## src/rtl/nand_cyc_pkg.sv

```systemverilog
package nand_cyc_pkg;

    typedef enum logic [2:0] {
        PH_IDLE,
        PH_SETUP,
        PH_PULSE,
        PH_HOLD,
        PH_WAIT,
        PH_CHECK
    } phase_t;

    typedef enum logic [1:0] {
        K_CMD  = 2'b00,
        K_ADDR = 2'b01,
        K_WR   = 2'b10,
        K_RD   = 2'b11
    } kind_t;

    localparam int unsigned FIELDS_PER_DIR = 4;
    localparam int unsigned NUM_DIRS       = 2;

endpackage

```

## src/rtl/nand_timing_select.sv

```systemverilog
module nand_timing_select #(
    parameter int unsigned FIELD_W = 4,
    localparam int unsigned DIR_W  = FIELD_W * nand_cyc_pkg::FIELDS_PER_DIR,
    localparam int unsigned TIM_W  = DIR_W * nand_cyc_pkg::NUM_DIRS
) (
    input  logic [TIM_W-1:0]   timing_i,
    input  logic               is_read_i,
    output logic [FIELD_W-1:0] setup_o,
    output logic [FIELD_W-1:0] hold_o,
    output logic [FIELD_W-1:0] width_o,
    output logic [FIELD_W-1:0] wait_o
);
    logic [FIELD_W-1:0] lane_setup [nand_cyc_pkg::NUM_DIRS];
    logic [FIELD_W-1:0] lane_hold  [nand_cyc_pkg::NUM_DIRS];
    logic [FIELD_W-1:0] lane_width [nand_cyc_pkg::NUM_DIRS];
    logic [FIELD_W-1:0] lane_wait  [nand_cyc_pkg::NUM_DIRS];

    // lane 0 carries read timing, lane 1 write timing
    for (genvar g = 0; g < int'(nand_cyc_pkg::NUM_DIRS); g++) begin : g_lane
        localparam int unsigned BASE = g * DIR_W;
        assign lane_setup[g] = timing_i[BASE + 0*FIELD_W +: FIELD_W];
        assign lane_hold[g]  = timing_i[BASE + 1*FIELD_W +: FIELD_W];
        assign lane_width[g] = timing_i[BASE + 2*FIELD_W +: FIELD_W];
        assign lane_wait[g]  = timing_i[BASE + 3*FIELD_W +: FIELD_W];
    end

    always_comb begin
        if (is_read_i) begin
            setup_o = lane_setup[0];
            hold_o  = lane_hold[0];
            width_o = lane_width[0];
            wait_o  = lane_wait[0];
        end else begin
            setup_o = lane_setup[1];
            hold_o  = lane_hold[1];
            width_o = lane_width[1];
            wait_o  = lane_wait[1];
        end
    end
endmodule

```

## src/rtl/nand_rb_sync.sv

```systemverilog
module nand_rb_sync #(
    parameter int unsigned STAGES = 2
) (
    input  logic clk,
    input  logic rst_n,
    input  logic async_i,
    output logic sync_o
);
    logic [STAGES-1:0] chain_d, chain_q;

    always_comb begin
        chain_d[0] = async_i;
        for (int i = 1; i < int'(STAGES); i++) begin
            chain_d[i] = chain_q[i-1];
        end
    end

    always_ff @(posedge clk or negedge rst_n) begin
        if (!rst_n) chain_q <= '0;
        else        chain_q <= chain_d;
    end

    assign sync_o = chain_q[STAGES-1];
endmodule

```

## src/rtl/nand_cycle_fsm.sv

```systemverilog
module nand_cycle_fsm
    import nand_cyc_pkg::*;
#(
    parameter int unsigned DATA_W  = 8,
    parameter int unsigned FIELD_W = 4,
    localparam int unsigned TIM_W  = FIELD_W * FIELDS_PER_DIR * NUM_DIRS,
    localparam int unsigned CNT_W  = FIELD_W + 1
) (
    input  logic               clk,
    input  logic               rst_n,
    input  logic               req_valid_i,
    input  logic [1:0]         req_kind_i,
    input  logic [DATA_W-1:0]  req_wdata_i,
    input  logic [TIM_W-1:0]   timing_i,
    input  logic               force_ce_i,
    input  logic [FIELD_W-1:0] setup_i,
    input  logic [FIELD_W-1:0] hold_i,
    input  logic [FIELD_W-1:0] width_i,
    input  logic [FIELD_W-1:0] wait_i,
    input  logic               rb_ready_i,
    input  logic [DATA_W-1:0]  dq_i,
    output logic [TIM_W-1:0]   timing_q_o,
    output logic               is_read_o,
    output logic               req_ready_o,
    output logic               done_o,
    output logic [DATA_W-1:0]  rdata_o,
    output logic               ce_n_o,
    output logic               cle_o,
    output logic               ale_o,
    output logic               we_n_o,
    output logic               re_n_o,
    output logic [DATA_W-1:0]  dq_o,
    output logic               dq_oe_o
);
    typedef struct packed {
        phase_t            phase;
        logic [CNT_W-1:0]  cnt;
        kind_t             kind;
        logic [DATA_W-1:0] wdata;
        logic [DATA_W-1:0] rdata;
        logic [TIM_W-1:0]  timing;
        logic              done;
    } state_t;

    state_t st_d, st_q;

    logic [CNT_W-1:0] setup_lim, hold_lim, width_lim, wait_lim;
    logic             active;

    assign setup_lim = CNT_W'(setup_i);
    assign hold_lim  = CNT_W'(hold_i);
    assign width_lim = CNT_W'(width_i);
    assign wait_lim  = {wait_i, 1'b0} - CNT_W'(1);

    always_comb begin
        st_d      = st_q;
        st_d.done = 1'b0;
        case (st_q.phase)
            PH_IDLE: begin
                if (req_valid_i) begin
                    st_d.phase  = PH_SETUP;
                    st_d.cnt    = '0;
                    st_d.kind   = kind_t'(req_kind_i);
                    st_d.wdata  = req_wdata_i;
                    st_d.timing = timing_i;
                end
            end
            PH_SETUP: begin
                if (st_q.cnt == setup_lim) begin
                    st_d.phase = PH_PULSE;
                    st_d.cnt   = '0;
                end else begin
                    st_d.cnt = st_q.cnt + CNT_W'(1);
                end
            end
            PH_PULSE: begin
                if (st_q.cnt == width_lim) begin
                    st_d.phase = PH_HOLD;
                    st_d.cnt   = '0;
                    if (st_q.kind == K_RD) st_d.rdata = dq_i;
                end else begin
                    st_d.cnt = st_q.cnt + CNT_W'(1);
                end
            end
            PH_HOLD: begin
                if (st_q.cnt == hold_lim) begin
                    st_d.phase = (wait_i == '0) ? PH_CHECK : PH_WAIT;
                    st_d.cnt   = '0;
                end else begin
                    st_d.cnt = st_q.cnt + CNT_W'(1);
                end
            end
            PH_WAIT: begin
                if (st_q.cnt == wait_lim) begin
                    st_d.phase = PH_CHECK;
                    st_d.cnt   = '0;
                end else begin
                    st_d.cnt = st_q.cnt + CNT_W'(1);
                end
            end
            PH_CHECK: begin
                if (rb_ready_i) begin
                    st_d.phase = PH_IDLE;
                    st_d.done  = 1'b1;
                end
            end
            default: st_d.phase = PH_IDLE;
        endcase
    end

    always_ff @(posedge clk or negedge rst_n) begin
        if (!rst_n) begin
            st_q <= '{phase: PH_IDLE, cnt: '0, kind: K_CMD, wdata: '0,
                      rdata: '0, timing: '0, done: 1'b0};
        end else begin
            st_q <= st_d;
        end
    end

    assign active      = (st_q.phase == PH_SETUP) || (st_q.phase == PH_PULSE)
                      || (st_q.phase == PH_HOLD);
    assign timing_q_o  = st_q.timing;
    assign is_read_o   = (st_q.kind == K_RD);
    assign req_ready_o = (st_q.phase == PH_IDLE);
    assign done_o      = st_q.done;
    assign rdata_o     = st_q.rdata;
    assign ce_n_o      = !(force_ce_i || active);
    assign cle_o       = active && (st_q.kind == K_CMD);
    assign ale_o       = active && (st_q.kind == K_ADDR);
    assign we_n_o      = !((st_q.phase == PH_PULSE) && (st_q.kind != K_RD));
    assign re_n_o      = !((st_q.phase == PH_PULSE) && (st_q.kind == K_RD));
    assign dq_o        = st_q.wdata;
    assign dq_oe_o     = active && (st_q.kind != K_RD);
endmodule

```

## src/rtl/nand_cycle_gen.sv

```systemverilog
module nand_cycle_gen #(
    parameter int unsigned DATA_W      = 8,
    parameter int unsigned FIELD_W     = 4,
    parameter int unsigned SYNC_STAGES = 2,
    localparam int unsigned TIM_W = FIELD_W * nand_cyc_pkg::FIELDS_PER_DIR
                                  * nand_cyc_pkg::NUM_DIRS
) (
    input  logic              clk,
    input  logic              rst_n,
    input  logic [TIM_W-1:0]  timing_i,
    input  logic              force_ce_i,
    input  logic              req_valid_i,
    input  logic [1:0]        req_kind_i,
    input  logic [DATA_W-1:0] req_wdata_i,
    output logic              req_ready_o,
    output logic              done_o,
    output logic [DATA_W-1:0] rdata_o,
    output logic              nand_ce_n_o,
    output logic              nand_cle_o,
    output logic              nand_ale_o,
    output logic              nand_we_n_o,
    output logic              nand_re_n_o,
    output logic [DATA_W-1:0] nand_dq_o,
    output logic              nand_dq_oe_o,
    input  logic [DATA_W-1:0] nand_dq_i,
    input  logic              nand_rb_n_i
);
    logic [TIM_W-1:0]   timing_q;
    logic               is_read;
    logic [FIELD_W-1:0] f_setup, f_hold, f_width, f_wait;
    logic               rb_ready;

    nand_timing_select #(.FIELD_W(FIELD_W)) u_sel (
        .timing_i (timing_q),
        .is_read_i(is_read),
        .setup_o  (f_setup),
        .hold_o   (f_hold),
        .width_o  (f_width),
        .wait_o   (f_wait)
    );

    nand_rb_sync #(.STAGES(SYNC_STAGES)) u_sync (
        .clk    (clk),
        .rst_n  (rst_n),
        .async_i(nand_rb_n_i),
        .sync_o (rb_ready)
    );

    nand_cycle_fsm #(.DATA_W(DATA_W), .FIELD_W(FIELD_W)) u_fsm (
        .clk        (clk),
        .rst_n      (rst_n),
        .req_valid_i(req_valid_i),
        .req_kind_i (req_kind_i),
        .req_wdata_i(req_wdata_i),
        .timing_i   (timing_i),
        .force_ce_i (force_ce_i),
        .setup_i    (f_setup),
        .hold_i     (f_hold),
        .width_i    (f_width),
        .wait_i     (f_wait),
        .rb_ready_i (rb_ready),
        .dq_i       (nand_dq_i),
        .timing_q_o (timing_q),
        .is_read_o  (is_read),
        .req_ready_o(req_ready_o),
        .done_o     (done_o),
        .rdata_o    (rdata_o),
        .ce_n_o     (nand_ce_n_o),
        .cle_o      (nand_cle_o),
        .ale_o      (nand_ale_o),
        .we_n_o     (nand_we_n_o),
        .re_n_o     (nand_re_n_o),
        .dq_o       (nand_dq_o),
        .dq_oe_o    (nand_dq_oe_o)
    );
endmodule

```

## config.mk

```make
export PLATFORM = sky130hd
export DESIGN_NAME = nand_cycle_gen
export DESIGN_NICKNAME = d
export VERILOG_FILES = /design/src/rtl/nand_cyc_pkg.sv /design/src/rtl/nand_timing_select.sv /design/src/rtl/nand_rb_sync.sv /design/src/rtl/nand_cycle_fsm.sv /design/src/rtl/nand_cycle_gen.sv
export SDC_FILE = /design/constraint.sdc
export NUM_CORES = 1
export LEC_CHECK = 0
export BUFFER_PORTS_ARGS = -buffer_cell sky130_fd_sc_hd__buf_2
export CAP_MARGIN = 20
export CELL_PAD_IN_SITES_DETAIL_PLACEMENT = 0
export CELL_PAD_IN_SITES_GLOBAL_PLACEMENT = 2
export CORE_MARGIN = 2
export CORE_UTILIZATION = 38
export CTS_CLUSTER_DIAMETER = 200
export CTS_CLUSTER_SIZE = 10
export DETAILED_ROUTE_END_ITERATION = 12
export GPL_ROUTABILITY_DRIVEN = 0
export GPL_TIMING_DRIVEN = 0
export PLACE_DENSITY = 0.95
export SYNTH_ARGS = -nofsm -noshare
export SYNTH_HDL_FRONTEND = slang
export SYNTH_HIERARCHICAL = 1
export SYNTH_SLANG_ARGS = --single-unit
```

## constraint.sdc

```tcl
create_clock -name clk -period 8.3 [get_ports clk]
set_input_delay 0.415 -clock clk [delete_from_list [all_inputs] [get_ports clk]]
set_output_delay 0.415 -clock clk [all_outputs]
set_load 0.02 [all_outputs]
```

==> metrics.yaml, run 1 <==
status: "finished clean"
vias_per_cell: 4.61
n_antenna_cell: 0
crit_path_start_kind: "flip-flop"
h-tree-depth: 3
hpwlAfterDp_um: 4730
synth_compound_area_share_pct: 5.00
synth.distinct_cells: 40
ys_seq_elements: 61
seqCellArea_sq_um: 1530
syn_inst: 273
period_needed_ps: 2980
synth_fa_ha_area_share_pct: 0.747
place_ws_ps: 5320
synth_nets: 330
clock_latency_ps: 330
relSlewSlack_pct: 56.4
clock.fmax_mhz: 336
hold_viol: 0
num_rows: 34
vias: 2184
finalWirelength_um: 6280
cts_buffer_depth: 2
fin_nets: 420
p_sw_mw: 0.556
cts_tree: "built"
synthMuxAreaShare_pct: 23.6
area_growth_syn_to_layout_pct: 21.2
tns_ps: 0
critPathKind: "reg2reg"
p_int_mw: 1.07
tightestPinTransition_ps: 654
synth_top_family_by_area: "multiplexers"
setup_slack_ps: 5320
core-area_sq_um: 8640
seqPwrFrac_pct: 31.5
clk_pin_slew_ps: 70
slew_violations: 0
io_pins: 79
pwr-share-clk_pct: 13.9
grt_pass1_wl_um: 10700
grt_max_degree: 35
antenna_found_initial: 0
post-route-period-util_pct: 35.9
nFillCells: 835
io_buffers: 78
worst_setup_path_end_kind: "flip-flop"
synthSimpleGateAreaFrac_pct: 5.56
drtIter0Drc: 81
firstDrtPassIters: 4
setup_violations: 0
rsz0062_at_grt: "no"
multi_input_area_sq_um: 1340
routedWlPerCell_um: 13.2
drive_above_1_share_pct: 60.1
crit_required_ps: 8510
die_w_um: 97.9
clkSinkCount: 61
grt_pass1_vias: 2238
p_per_area_nw_per_um2: 400
ant_nets: 0
min_path_type: "in2async"
switching_share_pct: 34.2
die_y_um: 97.9
post_cts_buffers: 0
crit_fanout: 10
drcViolationCount: 0
synth_area_sq_um: 3350
seq_area_frac_synth_pct: 45.5
ir_drop_mv: 0.136
syn_avg_cell_area_sq_um: 12.3
cts-root-buf: "clkbuf_8"
cts_resized: 0
dieArea_sq_um: 9590
grtUsageTotal_pct: 14.1
initial_core_util_pct: 38.8
overflow: 0
cts_hold_buf: 0
p_comb_share_pct: 54.6
p_leak_nw: 1.96
finClkSkew_ps: 8.00
synthXorXnorAreaFrac_pct: 4.96
yosys_warnings: 6
cts_buffers: 9
max_cap_violations: 0
cp_data_arrival_time_ps: 3190
-- sequential cells by signal, summed over array words and instances (netlist names) --
| name | flops |
|---|---|
| u_fsm/done_o | 1 |
| u_fsm/dq_o | 8 |
| u_fsm/rdata_o | 8 |
| u_fsm/st_q | 10 |
| u_fsm/timing_q_o | 32 |
| u_sync/chain_q | 2 |
-- kinds of logic after synthesis --
kind of cell | Yosys count
adders and majority gates | 2
AOI/OAI and AO/OA | 22
DFF | 61
muxes | 67
xor gates and xnor gates | 19
buffers and inverters | 68
and+or+nand+nor | 34
-- power groups by stage --
stage,registers [mW],logic [mW],clock network (mW)
2_1_floorplan,0.496,0.738,0
3_3_place_gp,0.512,0.879,0
3_5_place_dp,0.519,0.896,0
4_1_cts,0.514,0.898,0.235
5_1_grt,0.531,0.973,0.250
6_report,0.511,0.887,0.226
-- layout make-up --
cell class	count	area share, %
sequential	61	37.6
multi-input combinational	144	32.9
buffer	62	11.5
timing repair buffer	79	10.1
clock buffer	12	3.82
tap	108	3.33
inverter	6	0.554
clock inverter	2	0.246
-- per-stage QoR --
stage / cell area, sq um / hold slack, ps / total power, mW / utilization [%] / std cells
final: 4060 / 108 / 1.62 / 47.0 / 474
after global routing: 4060 / 149 / 1.76 / 47.0 / 474
after CTS: 4060 / 126 / 1.65 / 47.0 / 474
after detailed placement: 3900 / 352 / 1.42 / 45.1 / 460
after global placement: 3880 / 341 / 1.39 / 44.9 / 459
after floorplan: 3350 / 119 / 1.23 / - / 273
-- cells in the mapped netlist, drive strengths merged --
master   number  area (sq um)
a21o          2          15.0
o31ai         2          15.0
xnor2        10          87.6
o311a         1          10.0
nand3         2          10.0
nor3          5          25.0
a211oi        2          27.5
nor2          8          30.0
a32o          1          10.0
or3           1          6.26
or4           2          18.8
nor4b         1          8.76
nor4          1          6.26
dfrtp        61          1530
a41oi         1          8.76
o21ai         7          38.8
clkbuf        3          11.3
nand2b        6          37.5
mux2i         1          10.0
a32oi         1          8.76
o22ai         1          6.26
buf          59           455
and3          2          12.5
and2          2          12.5
nor3b         1          7.51
inv           6          22.5
xor2          9          78.8
o2bb2ai       2          17.5
mux2         66           781
nand2         3          11.3
ha            2          25.0
a21oi         2          10.0
-- critical path, cell delays in order (launching register included) --
cell and delay [ps]:
dfrtp_1 390, and2_1 250, buf_6 180, buf_12 160, mux2_4 310, inv_1 60, ha_1 220, xor2_1 130
nand3_1 100, o311a_1 370, a211oi_4 410, o21ai_1 140, o2bb2ai_1 140
-- final timing paths --
| kind | slack, ps | startpoint | cells past startpoint | to |
|---|---|---|---|---|
| max | 5320 | u_fsm/st_q[50] | 12 | u_fsm/st_q[54] |
| min | 110 | rst_n | 1 | u_fsm/dq_o[1] |
| max reg2reg | 5320 | u_fsm/st_q[50] | 12 | u_fsm/st_q[54] |
| min reg2reg | 360 | u_sync/chain_q[0] | 0 | u_sync/chain_q[1] |
| max in group asynchronous | 7590 | rst_n | 2 | u_fsm/rdata_o[7] |
| min in group clk | 190 | nand_rb_n_i | 1 | u_sync/chain_q[0] |
-- routing by layer --
layer	up-vias	wire length (um)	track usage, %
met5	-	0	0
met4	0	119	6.09
met3	10	314	3.36
met2	53	3120	23.8
met1	1052	2720	17.1
li1	1069	-	-
-- cell usage in the layout (no fill, tap or decap), types with 3 or more instances in the layout --
cell type	instances
clkbuf_8	11
inv_1	6
nand2b_1	6
nand2_1	3
buf_6	4
nor2_1	8
buf_2	84
buf_4	48
o21ai_0	4
dfrtp_1	61
xor2_1	9
nor3_1	5
mux2_4	10
clkbuf_1	4
xnor2_1	10
mux2_2	56
No activity file was read; power rests on OpenSTA's default activity.
==> run 2: changes to the inputs <==
ABC_AREA = 1   (was not set)
CORE_UTILIZATION = 29   (was 38)
PLACE_DENSITY = 0.85   (was 0.95)
clock period = 2.7 ns   (was 8.3 ns; I/O delays follow)
==> run 2 against run 1 <==
Wire length rose by 17%; largest power group unchanged; highest routed layer unchanged; via count is 19% higher; critical path type unchanged; largest cell class unchanged; synthesized area is 4.3% higher; synthesized cell count up 38%.
==> metrics.yaml, run 2 <==
relSlewSlack_pct: 47.4  # was 56.4%
final_cell_mix: "nand2_1 (102), buf_2 (77), dfrtp_1 (61), buf_4 (50), mux2_2 (42)"  # was buf_2 (84), dfrtp_1 (61), mux2_2 (56), buf_4 (48), clkbuf_8 (11)
fin_nets: 526  # was 420
yosysMostFrequentCell: "nand2_1"  # was dfrtp_1
dp.cells: 603  # was 460
synth_top_family_by_area: "simple AND/OR/NAND/NOR gates"  # was multiplexers
die_y_um: 114  # was 97.9 um
critPathTopFamily: "simple AND/OR/NAND/NOR gates"  # was compound AO/OA/AOI/OAI gates
drive_above_1_share_pct: 45.7  # was 60.1%
path_cells: "nand2_1 > inv_1 > buf_6 > buf_6 > nand2_1 > nand2_1 > inv_1 > ha_1 > nor2_1 > a21oi_1 > nand3_1 > nor2_1 > nand2_1 > nand2_1 > nand2_1 > nand2_1 > o21ai_0"  # was and2_1 > buf_6 > buf_12 > mux2_4 > inv_1 > ha_1 > xor2_1 > nand3_1 > o311a_1 > a211oi_4 > o21ai_1 > o2bb2ai_1
ir_drop_mv: 0.487  # was 0.136 mV
synth_nets: 435  # was 330
synth_common_cells: "nand2_1 (102), dfrtp_1 (61), buf_4 (49)"  # was dfrtp_1 (61), mux2_2 (56), buf_4 (48)
max_stage_delay_ps: 390  # was 410 ps
n_antenna_cell: 0  # unchanged
period_needed_ps: 2380  # was 2980 ps
crit_buf_inv: 4  # was 3
vias_per_cell: 4.19  # was 4.61
clk_pin_slew_ps: 50  # was 70 ps
post-route-period-util_pct: 88.0  # was 35.9%
slew_violations: 0  # unchanged
critPathSlowestCell: "dfrtp_1"  # was a211oi_4
synth.distinct_cells: 29  # was 40
cp_data_arrival_time_ps: 2570  # was 3190 ps
firstDrtPassIters: 4  # unchanged
tns_ps: 0  # unchanged
clkSinkCount: 61  # unchanged
post_cts_buffers: 0  # unchanged
finClkSkew_ps: 5.68  # was 8.00 ps
grtUsageTotal_pct: 12.2  # was 14.1%
setup_violations: 0  # unchanged
overflow: 0  # unchanged
seq_area_frac_synth_pct: 43.7  # was 45.5%
initial_core_util_pct: 29.5  # was 38.8%
postLayoutCellArea_sq_um: 4350  # was 4060 sq um
synth-edff-count: 0  # unchanged
synth_fa_ha_area_share_pct: 0.716  # was 0.747%
syn_inst: 378  # was 273
area_growth_syn_to_layout_pct: 24.5  # was 21.2%
grt_pass1_vias: 2589  # was 2238
layout_commonest_cell: "nand2_1"  # was buf_2
synth.area.top_cells: "dfrtp_1 (44%), mux2_2 (14%), nand2_1 (11%)"  # was dfrtp_1 (46%), mux2_2 (19%), buf_4 (11%)
p_per_area_nw_per_um2: 1260  # was 400 nW/um^2
io_pins: 79  # unchanged
worst_setup_path_end_kind: "flip-flop"  # unchanged
drcViolationCount: 0  # unchanged
yosys_warnings: 6  # unchanged
critPathKind: "reg2reg"  # unchanged
synth_compound_area_share_pct: 3.87  # was 5.00%
num_rows: 40  # was 34
synth_area_leader_cell: "dfrtp_1"  # unchanged
crit_fanout: 10  # unchanged
clock.fmax_mhz: 421  # was 336 MHz
antenna_found_initial: 0  # unchanged
syn_avg_cell_area_sq_um: 9.24  # was 12.3 sq um
rsz0062_at_grt: "no"  # unchanged
ys_async_sr_fraction_pct: 100  # unchanged
tightestPinTransition_ps: 789  # was 654 ps
synth_area_sq_um: 3490  # was 3350 sq um
synth_top_area_share_pct: 43.7  # was 45.5%
hpwlAfterDp_um: 5520  # was 4730 um
report.power.total_mw: 5.48  # was 1.62 mW
placed_cell_area_sq_um: 4070  # was 3900 sq um
status: "finished clean"  # unchanged
finalWirelength_um: 7350  # was 6280 um
hold_viol: 0  # unchanged
crit_path_start_kind: "flip-flop"  # unchanged
routedWlPerCell_um: 11.9  # was 13.2 um
cts_buffers: 9  # unchanged
grt_max_degree: 62  # was 35
crit_path_frequent_cell: "nand2_1"
grt_pass1_wl_um: 12200  # was 10700 um
h-tree-depth: 3  # unchanged
cts_resized: 0  # unchanged
cts-root-buf: "clkbuf_16"  # was clkbuf_8
ys_seq_elements: 61  # unchanged
whs_ps: 38.2  # was 108 ps
drtIter0Drc: 62  # was 81
die_w_um: 114  # was 97.9 um
crit_required_ps: 2890  # was 8510 ps
ys.flop_type: "dfrtp_1"  # unchanged
cts_tree: "built"  # unchanged
largest_reg_flops: 32  # unchanged
clock_latency_ps: 330  # about the same
vias: 2599  # was 2184
synthMuxAreaShare_pct: 13.5  # was 23.6%
io_buffers: 78  # unchanged
min_path_type: "in2reg"  # was in2async
ant_nets: 0  # unchanged
cts_buffer_depth: 2  # unchanged
p_leak_nw: 2.27  # was 1.96 nW
core-area_sq_um: 11900  # was 8640 sq um
synthSimpleGateAreaFrac_pct: 18.4  # was 5.56%
max_cap_violations: 0  # unchanged
fin_cells: 620  # was 474
dieArea_sq_um: 12900  # was 9590 sq um
synthXorXnorAreaFrac_pct: 1.50  # was 4.96%
run 2: worst paths after layout:
kind | endpoint | slack (ps) | cells after the start | from
setup / recovery | u_fsm/st_q[53] | 320 | 17 | u_fsm/st_q[49]
hold / removal | u_fsm/timing_q_o[4] | 40 | 2 | timing_i[4]
setup reg to reg | u_fsm/st_q[53] | 320 | 17 | u_fsm/st_q[49]
hold reg to reg | u_sync/chain_q[1] | 340 | 0 | u_sync/chain_q[0]
max in group asynchronous | u_fsm/st_q[51] | 1730 | 2 | rst_n
min in group asynchronous | u_fsm/timing_q_o[25] | 440 | 2 | rst_n
run 2: timing repair:
| item | in CTS | in global routing |
|---|---|---|
| setup endpoints to repair | 0 | 0 |
| endpoints found under the hold margin | 62 | 0 |
| hold buffers | 2 | 0 |
run 2: kinds of logic (layout without fill, tap and decap cells):
logic type / count (synthesis) / count (layout)
buffers and inverters: 95 / 190
AND/OR/NAND/NOR: 152 / 152
XOR/XNOR: 6 / 6
AO/OA/AOI/OAI: 20 / 20
adder cells (fa/ha/maj): 2 / 2
flip-flops: 61 / 61
multiplexers: 42 / 42
run 2: through the flow:
| stage | setup slack, ps | utilization (%) |
|---|---|---|
| 2_1_floorplan | 678 | - |
| 3_3_place_gp | 364 | 34.3 |
| 3_5_place_dp | 318 | 34.3 |
| 4_1_cts | 302 | 36.7 |
| 5_1_grt | 61.4 | 36.7 |
| 6_report | 324 | 36.7 |
run 2: layout make-up:
class	count	area (sq um)
Timing Repair Buffer	80	413
Clock inverter	2	10.0
Inverter	36	140
Buffer	59	499
Clock buffer	13	250
Fill cell	1179	7510
Multi-Input combinational cell	222	1330
Sequential cell	61	1530
Tap cell	147	184
run 2: report_power, final:
| group | internal [mW] | total [mW] | switching (mW) |
|---|---|---|---|
| Combinational | 1.45 | 2.86 | 1.41 |
| Clock | 0.637 | 1.02 | 0.381 |
| Sequential | 1.34 | 1.60 | 0.258 |
run 2: metal layers:
layer	track usage (%)	wire, um
met3	2.76	211
met2	20.9	3770
met5	0	0
met1	14.2	3170
met4	6.75	198
